## src/rtl/dmx_pkg.sv

```systemverilog
package dmx_pkg;
  typedef enum logic [2:0] {
    S_IDLE, S_FETCH, S_PARSE, S_WAIT, S_RD, S_WR, S_BEND, S_SUSP
  } dmx_state_e;

  typedef struct packed {
    logic [1:0] act;
    logic       dinc;
    logic       sinc;
    logic [1:0] size;
    logic       valid;
  } dmx_ctl_t;

  localparam logic [1:0] ST_OK    = 2'd0;
  localparam logic [1:0] ST_BUSY  = 2'd1;
  localparam logic [1:0] ST_INVAL = 2'd2;

  localparam logic [1:0] MODE_BEAT  = 2'd0;
  localparam logic [1:0] MODE_BLOCK = 2'd1;

  localparam logic [1:0] SIZE_WORD = 2'd2;
endpackage

```

## src/rtl/dmx_trig_gate.sv

```systemverilog
module dmx_trig_gate (
  input  logic clk,
  input  logic rst_n,
  input  logic clr,
  input  logic trig,
  input  logic take,
  output logic pending
);
  logic pend_d;

  always_comb begin
    pend_d = pending;
    if (clr)       pend_d = 1'b0;
    else if (take) pend_d = 1'b0;
    else if (trig) pend_d = 1'b1;
  end

  always_ff @(posedge clk or negedge rst_n) begin
    if (!rst_n) pending <= 1'b0;
    else        pending <= pend_d;
  end
endmodule

```

## src/rtl/dmx_addr_unit.sv

```systemverilog
module dmx_addr_unit #(
  parameter int AW = 32,
  parameter int CW = 16
) (
  input  logic          clk,
  input  logic          rst_n,
  input  logic          load,
  input  logic          step,
  input  logic [AW-1:0] stored,
  input  logic [CW-1:0] count,
  input  logic [1:0]    size,
  input  logic          inc,
  output logic [AW-1:0] addr
);
  logic [AW-1:0] addr_d;
  logic          inc_q, inc_d;
  logic [AW-1:0] span, beat_bytes;

  always_comb begin
    beat_bytes = AW'(1) << size;
    span       = AW'(count) << size;
    addr_d     = addr;
    inc_d      = inc_q;
    if (load) begin
      inc_d  = inc;
      addr_d = inc ? (stored - span) : stored;
    end else if (step && inc_q) begin
      addr_d = addr + beat_bytes;
    end
  end

  always_ff @(posedge clk or negedge rst_n) begin
    if (!rst_n) begin
      addr  <= '0;
      inc_q <= 1'b0;
    end else begin
      addr  <= addr_d;
      inc_q <= inc_d;
    end
  end
endmodule

```

## src/rtl/dmx_channel.sv

```systemverilog
module dmx_channel
  import dmx_pkg::*;
#(
  parameter int AW = 32,
  parameter int CW = 16
) (
  input  logic          clk,
  input  logic          rst_n,
  input  logic          start,
  input  logic [AW-1:0] start_ptr,
  input  logic          trig,
  input  logic [1:0]    trig_mode,
  input  logic          resume,
  input  logic          abort,
  output logic          busy,
  output logic [1:0]    stat,
  output logic [CW-1:0] remain,
  output logic          flag_done,
  output logic          flag_susp,
  output logic          flag_err,
  output logic          bus_req,
  output logic          bus_we,
  output logic [AW-1:0] bus_addr,
  output logic [1:0]    bus_size,
  output logic [AW-1:0] bus_wdata,
  input  logic          bus_ack,
  input  logic [AW-1:0] bus_rdata,
  input  logic          bus_err
);
  localparam int CTLW = $bits(dmx_ctl_t);

  dmx_state_e    state, state_d;
  logic [1:0]    idx, idx_d;
  logic [AW-1:0] ptr, ptr_d, src_st, src_st_d, dst_st, dst_st_d, link, link_d;
  logic [AW-1:0] data, data_d;
  logic [CW-1:0] cnt, cnt_d, remain_d;
  dmx_ctl_t      ctl, ctl_d;
  logic          grant, grant_d, first, first_d;
  logic [1:0]    stat_d;
  logic          done_d, susp_d, err_d;
  logic          take, clr_pend, ld, step, pending;
  logic [AW-1:0] src_addr, dst_addr;

  dmx_trig_gate u_gate (
    .clk(clk), .rst_n(rst_n), .clr(clr_pend), .trig(trig), .take(take), .pending(pending)
  );

  dmx_addr_unit #(.AW(AW), .CW(CW)) u_src (
    .clk(clk), .rst_n(rst_n), .load(ld), .step(step), .stored(src_st),
    .count(cnt), .size(ctl.size), .inc(ctl.sinc), .addr(src_addr)
  );

  dmx_addr_unit #(.AW(AW), .CW(CW)) u_dst (
    .clk(clk), .rst_n(rst_n), .load(ld), .step(step), .stored(dst_st),
    .count(cnt), .size(ctl.size), .inc(ctl.dinc), .addr(dst_addr)
  );

  // next-state logic
  always_comb begin
    state_d = state;  idx_d = idx;  ptr_d = ptr;  src_st_d = src_st;
    dst_st_d = dst_st;  link_d = link;  data_d = data;  cnt_d = cnt;
    ctl_d = ctl;  remain_d = remain;  grant_d = grant;  first_d = first;
    stat_d = stat;  done_d = flag_done;  susp_d = flag_susp;  err_d = flag_err;
    take = 1'b0;  clr_pend = 1'b0;  ld = 1'b0;  step = 1'b0;
    case (state)
      S_IDLE: if (start) begin
        ptr_d = start_ptr;  idx_d = '0;  first_d = 1'b1;  grant_d = 1'b0;
        stat_d = ST_OK;  done_d = 1'b0;  susp_d = 1'b0;  err_d = 1'b0;
        clr_pend = 1'b1;  state_d = S_FETCH;
      end
      S_FETCH: if (bus_ack) begin
        if (bus_err) begin
          err_d = 1'b1;  state_d = S_IDLE;
        end else begin
          case (idx)
            2'd0: begin cnt_d = bus_rdata[CW-1:0]; ctl_d = dmx_ctl_t'(bus_rdata[CW +: CTLW]); end
            2'd1: src_st_d = bus_rdata;
            2'd2: dst_st_d = bus_rdata;
            default: link_d = bus_rdata;
          endcase
          idx_d = idx + 2'd1;
          if (idx == 2'd3) state_d = S_PARSE;
        end
      end
      S_PARSE: begin
        if (!ctl.valid) begin
          err_d = 1'b1;  state_d = S_IDLE;
        end else if (cnt == '0) begin
          if (first) stat_d = ST_INVAL;
          else       err_d  = 1'b1;
          state_d = S_IDLE;
        end else begin
          ld = 1'b1;  remain_d = cnt;  first_d = 1'b0;  state_d = S_WAIT;
        end
      end
      S_WAIT: begin
        if (grant) begin
          state_d = S_RD;
        end else if (pending) begin
          take = 1'b1;  grant_d = 1'b1;  state_d = S_RD;
        end
      end
      S_RD: if (bus_ack) begin
        if (bus_err) begin err_d = 1'b1; state_d = S_IDLE; end
        else begin data_d = bus_rdata; state_d = S_WR; end
      end
      S_WR: if (bus_ack) begin
        if (bus_err) begin
          err_d = 1'b1;  state_d = S_IDLE;
        end else begin
          step = 1'b1;  remain_d = remain - CW'(1);
          if (trig_mode == MODE_BEAT) grant_d = 1'b0;
          state_d = (remain == CW'(1)) ? S_BEND : S_WAIT;
        end
      end
      S_BEND: begin
        if (ctl.act[0]) done_d = 1'b1;
        if (trig_mode == MODE_BLOCK) grant_d = 1'b0;
        if (ctl.act[1]) begin
          susp_d = 1'b1;  state_d = S_SUSP;
        end else if (link == '0) begin
          state_d = S_IDLE;
        end else begin
          ptr_d = link;  idx_d = '0;  state_d = S_FETCH;
        end
      end
      S_SUSP: if (resume) begin
        if (link == '0) state_d = S_IDLE;
        else begin ptr_d = link; idx_d = '0; state_d = S_FETCH; end
      end
      default: state_d = S_IDLE;
    endcase
    if (state != S_IDLE) begin
      if (start) stat_d = ST_BUSY;
      if (abort) begin
        state_d = S_IDLE;  remain_d = remain;  grant_d = 1'b0;
        done_d = flag_done;  susp_d = flag_susp;  err_d = flag_err;
      end
    end
  end

  // state registers
  always_ff @(posedge clk or negedge rst_n) begin
    if (!rst_n) begin
      state <= S_IDLE;  idx <= '0;  ptr <= '0;  src_st <= '0;  dst_st <= '0;
      link <= '0;  data <= '0;  cnt <= '0;  ctl <= '0;  remain <= '0;
      grant <= 1'b0;  first <= 1'b0;  stat <= ST_OK;
      flag_done <= 1'b0;  flag_susp <= 1'b0;  flag_err <= 1'b0;
    end else begin
      state <= state_d;  idx <= idx_d;  ptr <= ptr_d;  src_st <= src_st_d;
      dst_st <= dst_st_d;  link <= link_d;  data <= data_d;  cnt <= cnt_d;
      ctl <= ctl_d;  remain <= remain_d;  grant <= grant_d;  first <= first_d;
      stat <= stat_d;  flag_done <= done_d;  flag_susp <= susp_d;  flag_err <= err_d;
    end
  end

  // bus drive
  always_comb begin
    busy      = (state != S_IDLE);
    bus_req   = (state == S_FETCH) || (state == S_RD) || (state == S_WR);
    bus_we    = (state == S_WR);
    bus_wdata = data;
    bus_size  = (state == S_FETCH) ? SIZE_WORD : ctl.size;
    case (state)
      S_FETCH: bus_addr = ptr + AW'({idx, 2'b00});
      S_RD:    bus_addr = src_addr;
      default: bus_addr = dst_addr;
    endcase
  end
endmodule

```

## config.mk

```make
export PLATFORM = sky130hd
export DESIGN_NAME = dmx_channel
export DESIGN_NICKNAME = d
export VERILOG_FILES = /design/src/rtl/dmx_pkg.sv /design/src/rtl/dmx_trig_gate.sv /design/src/rtl/dmx_addr_unit.sv /design/src/rtl/dmx_channel.sv
export SDC_FILE = /design/constraint.sdc
export NUM_CORES = 1
export LEC_CHECK = 0
export BUFFER_PORTS_ARGS = -buffer_cell sky130_fd_sc_hd__clkbuf_2
export CAP_MARGIN = 20
export CORE_MARGIN = 5
export CORE_UTILIZATION = 55
export CTS_CLUSTER_DIAMETER = 30
export DETAILED_ROUTE_END_ITERATION = 6
export GPL_ROUTABILITY_DRIVEN = 0
export HOLD_SLACK_MARGIN = 0.02
export PLACE_DENSITY_LB_ADDON = 0.1
export SYNTH_ARGS = -nofsm -noshare
export SYNTH_HDL_FRONTEND = slang
export SYNTH_SLANG_ARGS = --single-unit
```

## constraint.sdc

```tcl
create_clock -name clk -period 4 [get_ports clk]
set_input_delay 0.8 -clock clk [delete_from_list [all_inputs] [get_ports clk]]
set_output_delay 0.8 -clock clk [all_outputs]
set_load 0.02 [all_outputs]
```

==> results of run 1 <==
[worst max-delay path by stage]
stage | to | slack, ns
2_1_floorplan | u_src.addr[22]$_DFFE_PN0P_ | 0.06
3_3_place_gp | u_src.addr[27]$_DFFE_PN0P_ | 0.27
3_5_place_dp | u_src.addr[27]$_DFFE_PN0P_ | 0.25
4_1_cts | bus_addr[26] | 0.0003
5_1_grt | bus_addr[30] | -0.01
6_report | bus_addr[26] | 0.14
[final cells by class]
class | count | area share, %
Inverter | 48 | 0.860
Timing Repair Buffer | 210 | 5.93
Clock inverter | 45 | 2.74
Clock buffer | 83 | 9.03
Sequential cell | 278 | 33.2
Tap cell | 396 | 2.37
Multi-Input combinational cell | 1364 | 45.9
[cells by family (layout without fill, tap and decap cells)]
| kind of cell | count (synthesis) | in the layout | synth area share (%) |
|---|---|---|---|
| AND/OR/NAND/NOR | 538 | 538 | 15.3 |
| flip-flops | 278 | 278 | 41.0 |
| adder cells (fa/ha/maj) | 66 | 66 | 5.08 |
| XOR/XNOR | 128 | 128 | 6.60 |
| buffers and inverters | 130 | 386 | 2.99 |
| AO/OA/AOI/OAI | 419 | 419 | 15.2 |
| multiplexers | 213 | 213 | 13.9 |
[registers in the layout (all words and copies together) (netlist names), 2 cells and up]
name and cells:
bus_wdata 32, dst_st 32, link 32, ptr 32, src_st 32, u_dst.addr 32
u_src.addr 32, cnt 16, remain 16, ctl 7, state 3, idx 2
stat 2
[through the flow]
| stage | cells | util (%) | setup TNS (ns) |
|---|---|---|---|
| 2_1_floorplan | 1772 | - | 0 |
| 3_3_place_gp | 2294 | 60.3 | 0 |
| 3_5_place_dp | 2294 | 60.3 | 0 |
| 4_1_cts | 2422 | 68.5 | 0 |
| 5_1_grt | 2424 | 68.7 | -0.0163 |
| 6_report | 2424 | 68.7 | 0 |
[metal layers]
layer  GRT usage (%)  vias up  share of wire (%)
met4            9.88        0                3.0
met1            45.3     7353                 45
li1                -     6834                  -
met2            45.6      681                 44
met5               0        -                  0
met3            5.75      116                8.3
[worst register-to-register path: stages (launching register included)]
cell	delay, ns
dfrtp_1	0.37
buf_12	0.19
mux2_2	0.37
o21ai_0	0.39
ha_1	0.36
o21a_1	0.12
o31a_1	0.13
o31a_1	0.31
or4b_4	0.56
a41oi_2	0.26
o21ai_2	0.12
a211oi_2	0.28
xnor2_1	0.14
mux2i_1	0.08
[where the power goes]
group,internal [uW],leakage (uW),switching [uW]
sequential,3380,0.00343,789
clock,4030,0.00121,1810
combinational,2890,0.00529,3940
[synth_stat cells, drive strengths merged, types with 8 or more instances]
library cell  count  share of area, %
o21a              8              0.35
nor3             46               1.4
nand4            25              0.92
nand2b           17              0.63
and3             18              0.70
inv              48               1.1
nand2           120               2.7
a211oi           22               1.0
nor2            165               3.6
mux2            155                10
nor2b            24              0.93
a21oi           141               4.2
or3               9              0.33
nor4             30               1.1
nand3            51               1.5
clkbuf           58               1.3
mux2i            55               3.2
a31oi            14              0.52
dfrtp           278                41
o21ai           115               3.4
buf              23              0.52
and2             10              0.37
a21o             20              0.88
a22oi            41               1.8
ha               61               4.5
xor2             61               3.1
xnor2            67               3.5
[timing repair]
action,in CTS,in global routing
pin swaps,0,1
gates resized for setup,4,11
endpoints found under the setup margin,8,13
buffers inserted,0,2
==> reports/metrics.yaml, run 1 <==
sta:
  slew_violations: 0
  fin_skew_ns: 0.0247
  tightest_slew_ns: 0.994
  slew_headroom_pct: 33.7
  holdWs_ns: 0.204
  fin_ws_ns: 0.138
  hold_viol: 0
  setup_viol: 0
  timing.final.crit_share_pct: 96.6
  fmax_mhz: 259
  period_minus_slack_ns: 3.86
critical_path:
  crit_top_cell: "nor3_4"
  crit_start: "idx[0]$_DFFE_PN0P_"
  path_class: "register to output pin"
  worstRegToRegCells: 13
  cp_max_fo: 5
  rrSetupSlack_ns: 0.21
  cp_slowest_cell: "dfrtp_2"
  crit_chain: "ha_1 -> fa_1 -> nand3_2 -> nor3_4 -> inv_2 -> nor3_4 -> nand3_1 -> xor2_1 -> o21ai_0 -> clkbuf_2"
  endpoint_kind: "output pin"
  required_ns: 3.20
  r2r-start: "ctl[1]$_DFFE_PN0P_"
  crit_family: "simple AND/OR/NAND/NOR gates"
  cp.buffers_inverters: 2
  r2r_end: "u_dst.addr[28]$_DFFE_PN0P_"
  critPathArrivalTime_ns: 3.06
  max_stage_delay_ns: 0.42
  critPathLaunchType: "register"
  crit_cells: 10
clock_network:
  cts.sinks: 278
  cts_tree: "done"
  hold_buffers: 0
  numCtsBuffers: 70
  cts_buffer_depth: 3
  cts-root-buf: "clkbuf_16"
  clkLatencyLatePin_ns: 0.58
  clkTransAtPathRegs_ns: 0.04
  htreeDepth: 3
synthesis:
  synthesis.nets: 1912
  netlist_instances: 1772
  yosys_warnings: 0
  syn_area_um2: 17000
  async_flop_share_pct: 100
  synthFlopType: "dfrtp_1"
  synth_cell_type_count: 78
  ys_seq_area_share_pct: 41.0
  ys_ff_latch: 278
  syn_avg_cell_area_um2: 9.59
  synth-edff-count: 0
finish:
  fill_cells: 2436
  seqCellArea_um2: 6960
  nets: 2112
  final_cell_mix: "dfrtp_1, nor2_1, clkbuf_2, mux2_2, a21oi_1"
  multiInputGateArea_um2: 9610
  final_common_cell: "dfrtp_1"
  drive_above_1_share_pct: 26.0
  syn_to_final_growth_pct: 23.3
  n_antenna_cell: 0
  fin_area_um2: 20900
floorplan:
  die-area_um2: 34500
  die_w_um: 186
  die_h_um: 186
  num_rows: 64
  io_pins: 164
  initial_core_util_pct: 55.7
  coreArea_um2: 30500
place:
  dp_hpwl_um: 38300
  io_buffers: 163
  placed_area_um2: 18400
  place_ws_ns: 0.246
flow_run:
  cap_violations: 0
routing:
  wl_per_cell_um: 21.9
  vias: 14984
  wl_um: 53100
  drtIter0Drc: 1454
  route.detailed.drc: 4
  post_drt_via_cell_ratio: 6.18
  ant_nets: 0
  dr.pass1.iters: 7
power_and_ir_drop:
  power_density_nw_per_um2: 803
  power_leakage_uw: 0.00993
  power_uw: 16800
  vdd_drop_max_mv: 0.493
grt:
  grt_max_degree: 98
  grt_pass1_wl_um: 81800
  grt_overflow_total: 0
  antenna_found_initial: 1
  gr-usage-all-layers_pct: 30.6
  grt_pass1_vias: 14516
run_status:
  outcome: "finished, violations left"
  violations: "DRC"
min_path:
  hold_path_class: "input pin to async pin"
Note: power is estimated with default switching activity, not from simulation.
==> run 2, diff against run 1 <==
- CORE_ASPECT_RATIO: not set -> 1.5
==> run 2 against run 1 <==
  * The run now ends clean
  * Critical path depth is 1 higher
  * Sequential share of layout area is 1.2 points higher
  * Worst setup slack worse by 0.023 ns
  * Worst hold slack better by 0.024 ns
  * Sequential cell count stayed put
  * Non-clock buffer count is 2 lower
  * Sequential power hardly changed
  * Die area is 0.21% higher
  * Clock skew is 0.0015 ns higher
  * Final cell count is 1.1% lower
  * Combinational power hardly changed
  * Maximum frequency is 0.59% lower
==> reports/metrics.yaml, run 2 (synthesis gave the netlist of run 1 again) <==
finish:
  multiInputGateArea_um2: 9600  # was 9610 um2
  syn_to_final_growth_pct: 19.2  # was 23.3%
  drive_above_1_share_pct: 24.9  # was 26.0%
  nets: 2092  # was 2,112
  seqCellArea_um2: 6960  # about the same
  fin_area_um2: 20200  # was 20,900 um2
  final_common_cell: "dfrtp_1"  # unchanged
  fill_cells: 2471  # was 2,436
  postLayoutCoreUtil_pct: 66.7  # was 68.7%
  final_cell_mix: "dfrtp_1, nor2_1, clkbuf_2, mux2_2, a21oi_1"  # unchanged
floorplan:
  initial_core_util_pct: 56.0  # was 55.7%
  die-area_um2: 34600  # was 34,500 um2
  coreArea_um2: 30400  # was 30,500 um2
  die_h_um: 225  # was 186 um
  die_w_um: 153  # was 186 um
  io_pins: 164  # unchanged
  num_rows: 78  # was 64
critical_path:
  required_ns: 3.20  # about the same
  endpoint_kind: "output pin"  # unchanged
  critPathArrivalTime_ns: 3.09  # was 3.06 ns
  worstRegToRegCells: 13  # unchanged
  cp_max_fo: 6  # was 5
  critPathLaunchType: "register"  # unchanged
  path_class: "register to output pin"  # unchanged
grt:
  gr-usage-all-layers_pct: 31.3  # was 30.6%
  grt_pass1_vias: 14946  # was 14,516
  grt_max_degree: 86  # was 98
  antenna_found_initial: 2  # was 1
  grt_pass1_wl_um: 84300  # was 81,800 um
  grt_overflow_total: 0  # unchanged
clock_network:
  hold_buffers: 0  # unchanged
  numCtsBuffers: 52  # was 70
  cts_buffer_depth: 3  # unchanged
  htreeDepth: 2  # was 3
  clkTransAtPathRegs_ns: 0.05  # was 0.04 ns
  cts-root-buf: "clkbuf_16"  # unchanged
  cts.sinks: 278  # unchanged
  cts_tree: "done"  # unchanged
  clkLatencyLatePin_ns: 0.58  # about the same
power_and_ir_drop:
  power_density_nw_per_um2: 765  # was 803 nW/um2
  power_leakage_uw: 0.00956  # was 0.00993 uW
  vdd_drop_max_mv: 0.436  # was 0.493 mV
sta:
  slew_headroom_pct: 38.6  # was 33.7%
  slew_violations: 0  # unchanged
  fin_skew_ns: 0.0263  # was 0.0247 ns
  setup_viol: 0  # unchanged
  tightest_slew_ns: 0.920  # was 0.994 ns
  fin_ws_ns: 0.115  # was 0.138 ns
  holdWs_ns: 0.229  # was 0.204 ns
  period_minus_slack_ns: 3.89  # was 3.86 ns
  timing.final.crit_share_pct: 97.1  # was 96.6%
  hold_viol: 0  # unchanged
  fmax_mhz: 257  # was 259 MHz
run_status:
  outcome: "finished, final reports clean"  # was finished, violations left
routing:
  drtIter0Drc: 1158  # was 1,454
  post_drt_via_cell_ratio: 6.23  # was 6.18
  ant_nets: 0  # unchanged
  dr.pass1.iters: 5  # was 7
  vias: 14944  # was 14,984
  route.detailed.drc: 0  # was 4
  wl_per_cell_um: 23.2  # was 21.9 um
  wl_um: 55600  # was 53,100 um
flow_run:
  cap_violations: 0  # unchanged
place:
  dp_hpwl_um: 41000  # was 38,300 um
  placed_area_um2: 18400  # about the same
  io_buffers: 163  # unchanged
  place_ws_ns: 0.174  # was 0.246 ns
min_path:
  hold_path_class: "input pin to async pin"  # unchanged
run 2: changes by cell type in the layout (fill, tap and decap cells not counted), moves of 3 or more:
| cell | before | now |
|---|---|---|
| buf_12 | 5 | 2 |
| bufinv_16 | 10 | 4 |
| clkbuf_16 | 71 | 53 |
| clkinv_2 | 17 | 5 |
| inv_6 | 2 | 6 |
| inv_8 | 0 | 6 |
| o21ai_1 | 4 | 1 |
run 2: timing repair:
action | in CTS | in global routing
gates resized for setup | 2 | 11
endpoints found under the setup margin | 3 | 20
pin swaps | 0 | 2
buffers inserted | 0 | 3
cloned | 0 | 0
run 2: worst max-delay path, cell delays in order, from the launching register on:
cell      delay [ns]
dfrtp_1         0.46
ha_1            0.31
a21o_1          0.12
nand4_1         0.25
nor3_2          0.25
buf_4           0.18
nand2b_1        0.10
nor2_2          0.17
nand3_1         0.11
xor2_1          0.15
o21ai_0         0.19
clkbuf_2        0.22
run 2: final cells by class:
type	count	share of cell area [%]
diodes	2	0.0247
clock buffers	61	6.95
clock inverters	36	2.02
inverters	48	0.890
multi-input cells	1364	47.4
flip-flops and latches	278	34.4
well taps	400	2.47
repair buffers	208	5.87
run 2: path summary, 6_finish.rpt:
path | from | endpoint | slack (ns)
max | idx[1]$_DFFE_PN0P_ | bus_addr[29] | 0.11
max in group asynchronous | rst_n | bus_wdata[15]$_DFFE_PN0P_ | 2.81
max reg2reg | ctl[1]$_DFFE_PN0P_ | u_src.addr[22]$_DFFE_PN0P_ | 0.22
min reg2reg | stat[1]$_DFF_PN0_ | stat[1]$_DFF_PN0_ | 0.49
min in group clk | trig | u_gate.pending$_DFFE_PN0P_ | 0.47
min | rst_n | remain[13]$_DFFE_PN0P_ | 0.23
run 2: stage by stage:
step	std cells	power [uW]	setup TNS, ns
final	2397	15500	0
after global routing	2395	16400	-0.0149
after CTS	2392	15400	0
after detailed placement	2295	10800	0
after global placement	2295	10600	0
after floorplan	1772	8860	0
run 2: power breakdown:
part | total (uW) | leakage (uW) | switching (uW) | internal, uW
registers | 4190 | 0.00343 | 817 | 3370
clock network | 4480 | 0.000873 | 1650 | 2830
logic | 6830 | 0.00526 | 4000 | 2830
run 2: metal layers:
metal  global-route usage (%)  vias to the layer above  wire length [um]
li1                         -                     6803                 -
met1                     33.4                     7278             19300
met2                     54.1                      638             27900
met3                     4.42                      225              2930
met4                     26.7                        0              5410
met5                        0                        -                 0
